<file path="src/rtl/pic_init_seq.sv">
module pic_init_seq #(
  parameter bit IS_SLAVE = 1'b0,
  parameter int DW = 8,
  localparam int LW = $clog2(DW)
) (
  input  logic          clk,
  input  logic          rst_n,
  input  logic          wr_en,
  input  logic          addr_sel,
  input  logic [DW-1:0] wdata,
  output logic [DW-1:0] vector_base,
  output logic          single_mode,
  output logic          icw4_req,
  output logic          addr_int4,
  output logic          cpu_mode,
  output logic [DW-1:0] slave_mask,
  output logic [LW-1:0] slave_id,
  output logic [DW-1:0] irq_mask,
  output logic [LW-1:0] lowest_prio,
  output logic          special_mask,
  output logic          seq_busy,
  output logic          init_done
);

  typedef enum logic [1:0] {S_RDY, S_VEC, S_CAS, S_MOD} st_t;
  st_t st;

  localparam logic [LW-1:0] TOP_IN = LW'(DW - 1);

  wire start  = wr_en & ~addr_sel & wdata[4];
  wire cmd_ok = wr_en & ~addr_sel & ~wdata[4] & (st == S_RDY);
  wire prio_w = cmd_ok & ~wdata[3] & (wdata[7:6] == 2'b11);
  wire smm_w  = cmd_ok & wdata[3] & wdata[6];
  wire odd_w  = wr_en & addr_sel;

  assign seq_busy = (st != S_RDY);

  always_ff @(posedge clk) begin
    if (!rst_n) begin
      st           <= S_RDY;
      vector_base  <= '0;
      single_mode  <= 1'b0;
      icw4_req     <= 1'b0;
      addr_int4    <= 1'b0;
      cpu_mode     <= 1'b0;
      slave_mask   <= '0;
      slave_id     <= TOP_IN;
      irq_mask     <= '0;
      lowest_prio  <= TOP_IN;
      special_mask <= 1'b0;
      init_done    <= 1'b0;
    end else if (start) begin
      st           <= S_VEC;
      icw4_req     <= wdata[0];
      single_mode  <= wdata[1];
      addr_int4    <= wdata[2];
      cpu_mode     <= 1'b0;
      init_done    <= 1'b0;
      irq_mask     <= '0;
      lowest_prio  <= TOP_IN;
      slave_id     <= TOP_IN;
      special_mask <= 1'b0;
    end else if (odd_w) begin
      unique case (st)
        S_RDY: irq_mask <= wdata;
        S_VEC: begin
          vector_base <= wdata;
          if (!single_mode)  st <= S_CAS;
          else if (icw4_req) st <= S_MOD;
          else begin st <= S_RDY; init_done <= 1'b1; end
        end
        S_CAS: begin
          if (IS_SLAVE) slave_id <= wdata[LW-1:0];
          else          slave_mask <= wdata;
          if (icw4_req) st <= S_MOD;
          else begin st <= S_RDY; init_done <= 1'b1; end
        end
        S_MOD: begin
          cpu_mode  <= wdata[0];
          st        <= S_RDY;
          init_done <= 1'b1;
        end
      endcase
    end else if (prio_w) begin
      lowest_prio <= wdata[LW-1:0];
    end else if (smm_w) begin
      special_mask <= wdata[5];
    end
  end

  AST_START_CLEARS: assert property (@(posedge clk) disable iff (!rst_n)
    start |=> (irq_mask == '0) && (lowest_prio == TOP_IN) && !special_mask && seq_busy);
  AST_START_BUSY: assert property (@(posedge clk) disable iff (!rst_n)
    start |=> seq_busy && !init_done && !cpu_mode);
  AST_MASK_HELD: assert property (@(posedge clk) disable iff (!rst_n)
    (seq_busy && !start) |=> $stable(irq_mask));
  AST_VEC_FROZEN: assert property (@(posedge clk) disable iff (!rst_n)
    (!seq_busy && !start) |=> $stable(vector_base));
  AST_NO_CAS_SINGLE: assert property (@(posedge clk) disable iff (!rst_n)
    (st == S_CAS) |-> !single_mode);
  AST_DONE_EXCL: assert property (@(posedge clk) disable iff (!rst_n)
    !(seq_busy && init_done));
  AST_IDLE_QUIET: assert property (@(posedge clk) disable iff (!rst_n)
    !wr_en |=> $stable(irq_mask) && $stable(lowest_prio) && $stable(special_mask));

endmodule

</file>
<file path="config.mk">
export PLATFORM = sky130hd
export DESIGN_NAME = pic_init_seq
export DESIGN_NICKNAME = d
export VERILOG_FILES = /design/src/rtl/pic_init_seq.sv
export SDC_FILE = /design/constraint.sdc
export NUM_CORES = 1
export LEC_CHECK = 0
export ABC_CLOCK_PERIOD_IN_PS = 1200
export BUFFER_PORTS_ARGS = -buffer_cell sky130_fd_sc_hd__buf_2
export CAP_MARGIN = 10
export CORE_MARGIN = 2
export CORE_UTILIZATION = 35
export CTS_BUF_LIST = sky130_fd_sc_hd__clkbuf_2
export CTS_CLUSTER_DIAMETER = 40
export DETAILED_ROUTE_END_ITERATION = 6
export SYNTH_ARGS = -nofsm -noshare
export SYNTH_HDL_FRONTEND = slang
export SYNTH_SLANG_ARGS = --single-unit
</file>
<file path="constraint.sdc">
create_clock -name clk -period 1.2 [get_ports clk]
set_input_delay 0.12 -clock clk [delete_from_list [all_inputs] [get_ports clk]]
set_output_delay 0.12 -clock clk [all_outputs]
set_load 0.03 [all_outputs]
</file>
# Word-level counts from Yosys, hierarchy flattened
# Index checks and enable logic that the tools add are counted.
[totals] reg_bits=35 in_bits=12 output_inout_bits=37 word_cells=56
[op_classes] n_eq_ne=5 mux=8 n_bitwise=16 n_reduce_logical=15
[ops] cell="$reduce_and 3->1" count=4
[ops] cell="$reduce_and 2->1" count=5
[ops] cell="$and 1x1->1" count=9
[ops] cell="$not 1->1" count=7
[ops] cell="$eq 2x2->1 const B" count=3
[ops] cell="$pmux 2 s3" count=1
[ops] cell="$mux 1" count=4
[ops] cell="$mux 2" count=2
[ops] cell="$reduce_bool 2->1" count=2
[ops] cell="$reduce_bool 4->1" count=1
[ops] cell="$pmux 1 s3" count=1
[ops] cell="$reduce_bool 3->1" count=1
[ops] cell="$eq 2x1->1 const B" count=1
[ops] cell="$logic_not 2->1" count=1
[ops] cell="$ne 2x2->1 const B" count=1
[ops] cell="$reduce_or 2->1" count=1

# Depth between registers and ports, before layout
[depth] ltp_word=8 mapped_depth=5 depth_no_buf=5

# Worst setup path before layout
# Ideal clock, no wire load.
[synth_path] path_type="flip-flop to flip-flop" from="register st[0]" to="register st[0]" setup_time_ns=0.074 t_arrival_ns=1.157 t_required_ns=1.126 setup_slack_ns=-0.031 stages_incl_launch_ff=6 n_path_buf=0 synth_period_minus_slack_ns=1.231 cell_sequence="dfxtp_1 > inv_1 > ha_1 > o211a_1 > nand2b_1 > a31oi_1"
[synth_between] elab_chain_len=4 elab_cells_between_ends=8 cone_classes="eq/ne: 3; mux: 3; reduce/logical: 2"
[synth_rtl] item="start, declared" line="26" text="st_t st;"
[synth_rtl] item="start signal, assigned" line="40" text="st <= S_RDY;"
[synth_rtl] item="start signal, assigned" line="53" text="st <= S_VEC;"
[synth_rtl] item="start signal, assigned" line="68" text="if (!single_mode) st <= S_CAS;"
[synth_rtl] item="$eq 2x2->1 / $eq 2x1->1 (equally long branches)" line="64" text="unique case (st)"
[synth_rtl] item="$pmux 2 s3" line="64"
[synth_rtl] item="$mux 1" line="63" text="end else if (odd_w) begin"
[synth_rtl] item="$mux 1" line="52" text="end else if (start) begin"
# Several ways; a longest one is shown, not always the timed one. The select of a mux whose other input is x is not followed.
# A chain may end at the register's enable or synchronous reset.

# Worst setup path in the final report
[layout_path] from="register st[0]" to="output port seq_busy"
[layout_between] elab_chain_len=1
[layout_rtl] item="$reduce_bool 2->1" line="36" text="assign seq_busy = (st != S_RDY);"
[layout_rtl] item="end, declared" line="21" text="output logic seq_busy,"
# No other way between the ends.

==> out/summary.txt <==
Count leader, synth - dfxtp_1
Minimum clock period - 1.32 ns
Failing checks - negative setup slack
Synth top cells by count - dfxtp_1 (35), nor2_1 (28), mux2i_1 (25)
Vias in the first global route - 1,244
Routed WL - 3580 um
Final setup violation count - 27
Post-synth EDFFs - 0
Row count - 24
Crit. End Element - output pin
Core ar. - 4290 um^2
Clk sinks - 35
Root buf cell - clkbuf_2
DR pass1 iterations - 4
Pwr/cell area - 1020 nW/um^2
Critical path type - reg -> out
First-pass GRT wire length - 6140 um
Area Growth Syn to Fin - 29.3%
Synth async-reset ratio - 0%
Worst hold path type - in -> reg
Unrepaired setup endpoints after global routing - true
Status - finished with violations
Depth of the CTS H-tree - 2
Max IR drop VDD - 566 uV
Initial Util - 35.8%
Fmax - 0.758 GHz
Vias - 1,238
Placed cells - 252
Post-placement worst setup slack - -0.135 ns
Die width - 70.2 um
Gr ovfl total - 0
Syn Area/Cell - 9.97 um^2
Final Hold Viols - 0
Nets - 227
Mapped Area - 1540 um^2
Dpl hpwl - 2570 um
Vias/cell - 4.71
GP Congestion - 0.754
Cell taking the most area after synthesis - dfxtp_1
Worst setup SP type - register
Initial antenna violation count - 0
Buffers on Ports - 45
Synth warn - 0
Finished Layout Cells - 263
Skew-Pair Late Insertion Delay - 0.37 ns
Final Max Slew Viols - 0
Cells after Synth - 154
#FFs+latches synth - 35
ANT cells - 0
Overall die height - 70.2 um
TritonCTS buffer count - 5
Seq/Total Area, Yosys - 45.6%
Aggregate global-route resource usage - 15.9%
Maximum Capacitance Violations - 0
Post-synth cell types - 30
Final Cycle Share - 110%
Leakage - 1.05 nW
Worst-path clk slew - 0.16 ns
Critical Path AT - 1.20 ns
Top post-synthesis cells by area - dfxtp_1 (46%), mux2i_1 (16%), nor2_1 (6.8%), buf_6 (3.7%), ha_1 (3.3%)
Initial DRC count - 52
Setup ws final - -0.120 ns
Clock skew - 0.0107 ns
CP Data Required Time - 1.08 ns
Final ANT Viol Nets - 0
Top Ports - 49
CTS tree - built
Largest net degree at the start of global routing - 13
Wire per inst - 13.6 um
Max Root-Sink Buffers - 2
Die ar. - 4930 um^2
Highest fanout seen on the critical path - 2
Synth top area share - 45.6%
DRC - 0
Share of post-route cells with drive strength above 1 - 40.3%
Main flop type after synthesis - dfxtp_1
==> through the flow <==
stage          util, %  area, um^2  hold slack [ns]  total power, mW  setup TNS (ns)
2_1_floorplan        -        1550            0.263             1.44               0
3_3_place_gp      42.9        1840            0.429             1.52          -0.939
3_5_place_dp      42.9        1840            0.428             1.52           -1.44
4_1_cts           45.8        1970          0.00421             2.05           -1.47
5_1_grt           46.2        1990           0.0178             2.13           -3.22
6_report          46.2        1990           0.0282             2.02          -0.900
==> final timing paths <==
check | start | endpoint | slack [ns] | depth (start not counted)
min reg2reg | special_mask | special_mask | 0.48 | 2
max reg2reg | st[0] | lowest_prio[2] | -0.08 | 6
min | rst_n | st[0] | 0.03 | 3
max | st[0] | seq_busy | -0.12 | 5
==> critical path, cell delays in order (launching register included) <==
cell and delay [ns]:
dfxtp_4 0.39, inv_4 0.04, ha_4 0.15, buf_6 0.10, inv_2 0.04, buf_6 0.11
==> flip-flops by register name (all words and copies together), names as in the netlist <==
name	cells
vector_base	8
slave_mask	8
cpu_mode	1
special_mask	1
st	2
init_done	1
single_mode	1
lowest_prio	3
icw4_req	1
addr_int4	1
irq_mask	8
==> area by class of cell <==
class | count | area, um^2
clock buffer | 5 | 25.0
clock inverter | 2 | 8.76
tap | 52 | 65.1
inverter | 6 | 25.0
sequential | 35 | 707
multi-input combinational | 105 | 797
timing repair buffer | 58 | 358
fill | 431 | 2310
==> power breakdown <==
part / internal, mW / switching (mW)
sequential: 1.19 / 0.0152
clock: 0.123 / 0.373
combinational: 0.117 / 0.208
==> kinds of logic after synthesis <==
kind of cell,synth area share [%]
DFF,45.6
and+or+nand+nor,20.8
muxes,16.3
buffers and inverters,7.09
adders and majority gates,3.26
other,0.244
AOI/OAI and AO/OA,6.68
==> cell usage in the layout (no fill, tap or decap), types with 2 or more instances in the layout <==
master,count
inv_2,2
nand4_1,4
buf_4,10
nor2b_1,2
mux2i_1,24
nand3_4,2
conb_1,3
a31oi_1,2
o31ai_1,4
buf_2,44
ha_4,3
nand2_1,3
buf_12,2
dfxtp_1,32
clkbuf_2,5
a21oi_1,4
nand2b_1,4
dfxtp_2,2
nand3_1,7
nor2_1,28
inv_1,3
buf_6,2
==> layer usage <==
metal  routed length, um  track usage (%)  share of wire (%)
met1                1720             20.2                 48
met2                1570             25.5                 44
met3                 234             5.34                6.5
met4                  53             5.13                1.5
met5                   0                0                  0
==> what timing repair did <==
| item | 4_1_cts | 5_1_grt |
|---|---|---|
| hold endpoints to repair | 0 | 0 |
| endpoints found under the setup margin | 25 | 34 |
| resized for setup | 14 | 5 |
| pin swaps | 3 | 5 |
| buffers inserted | 4 | 0 |
| hold buffers | 0 | 0 |
Power figures use the tool's default switching activity.
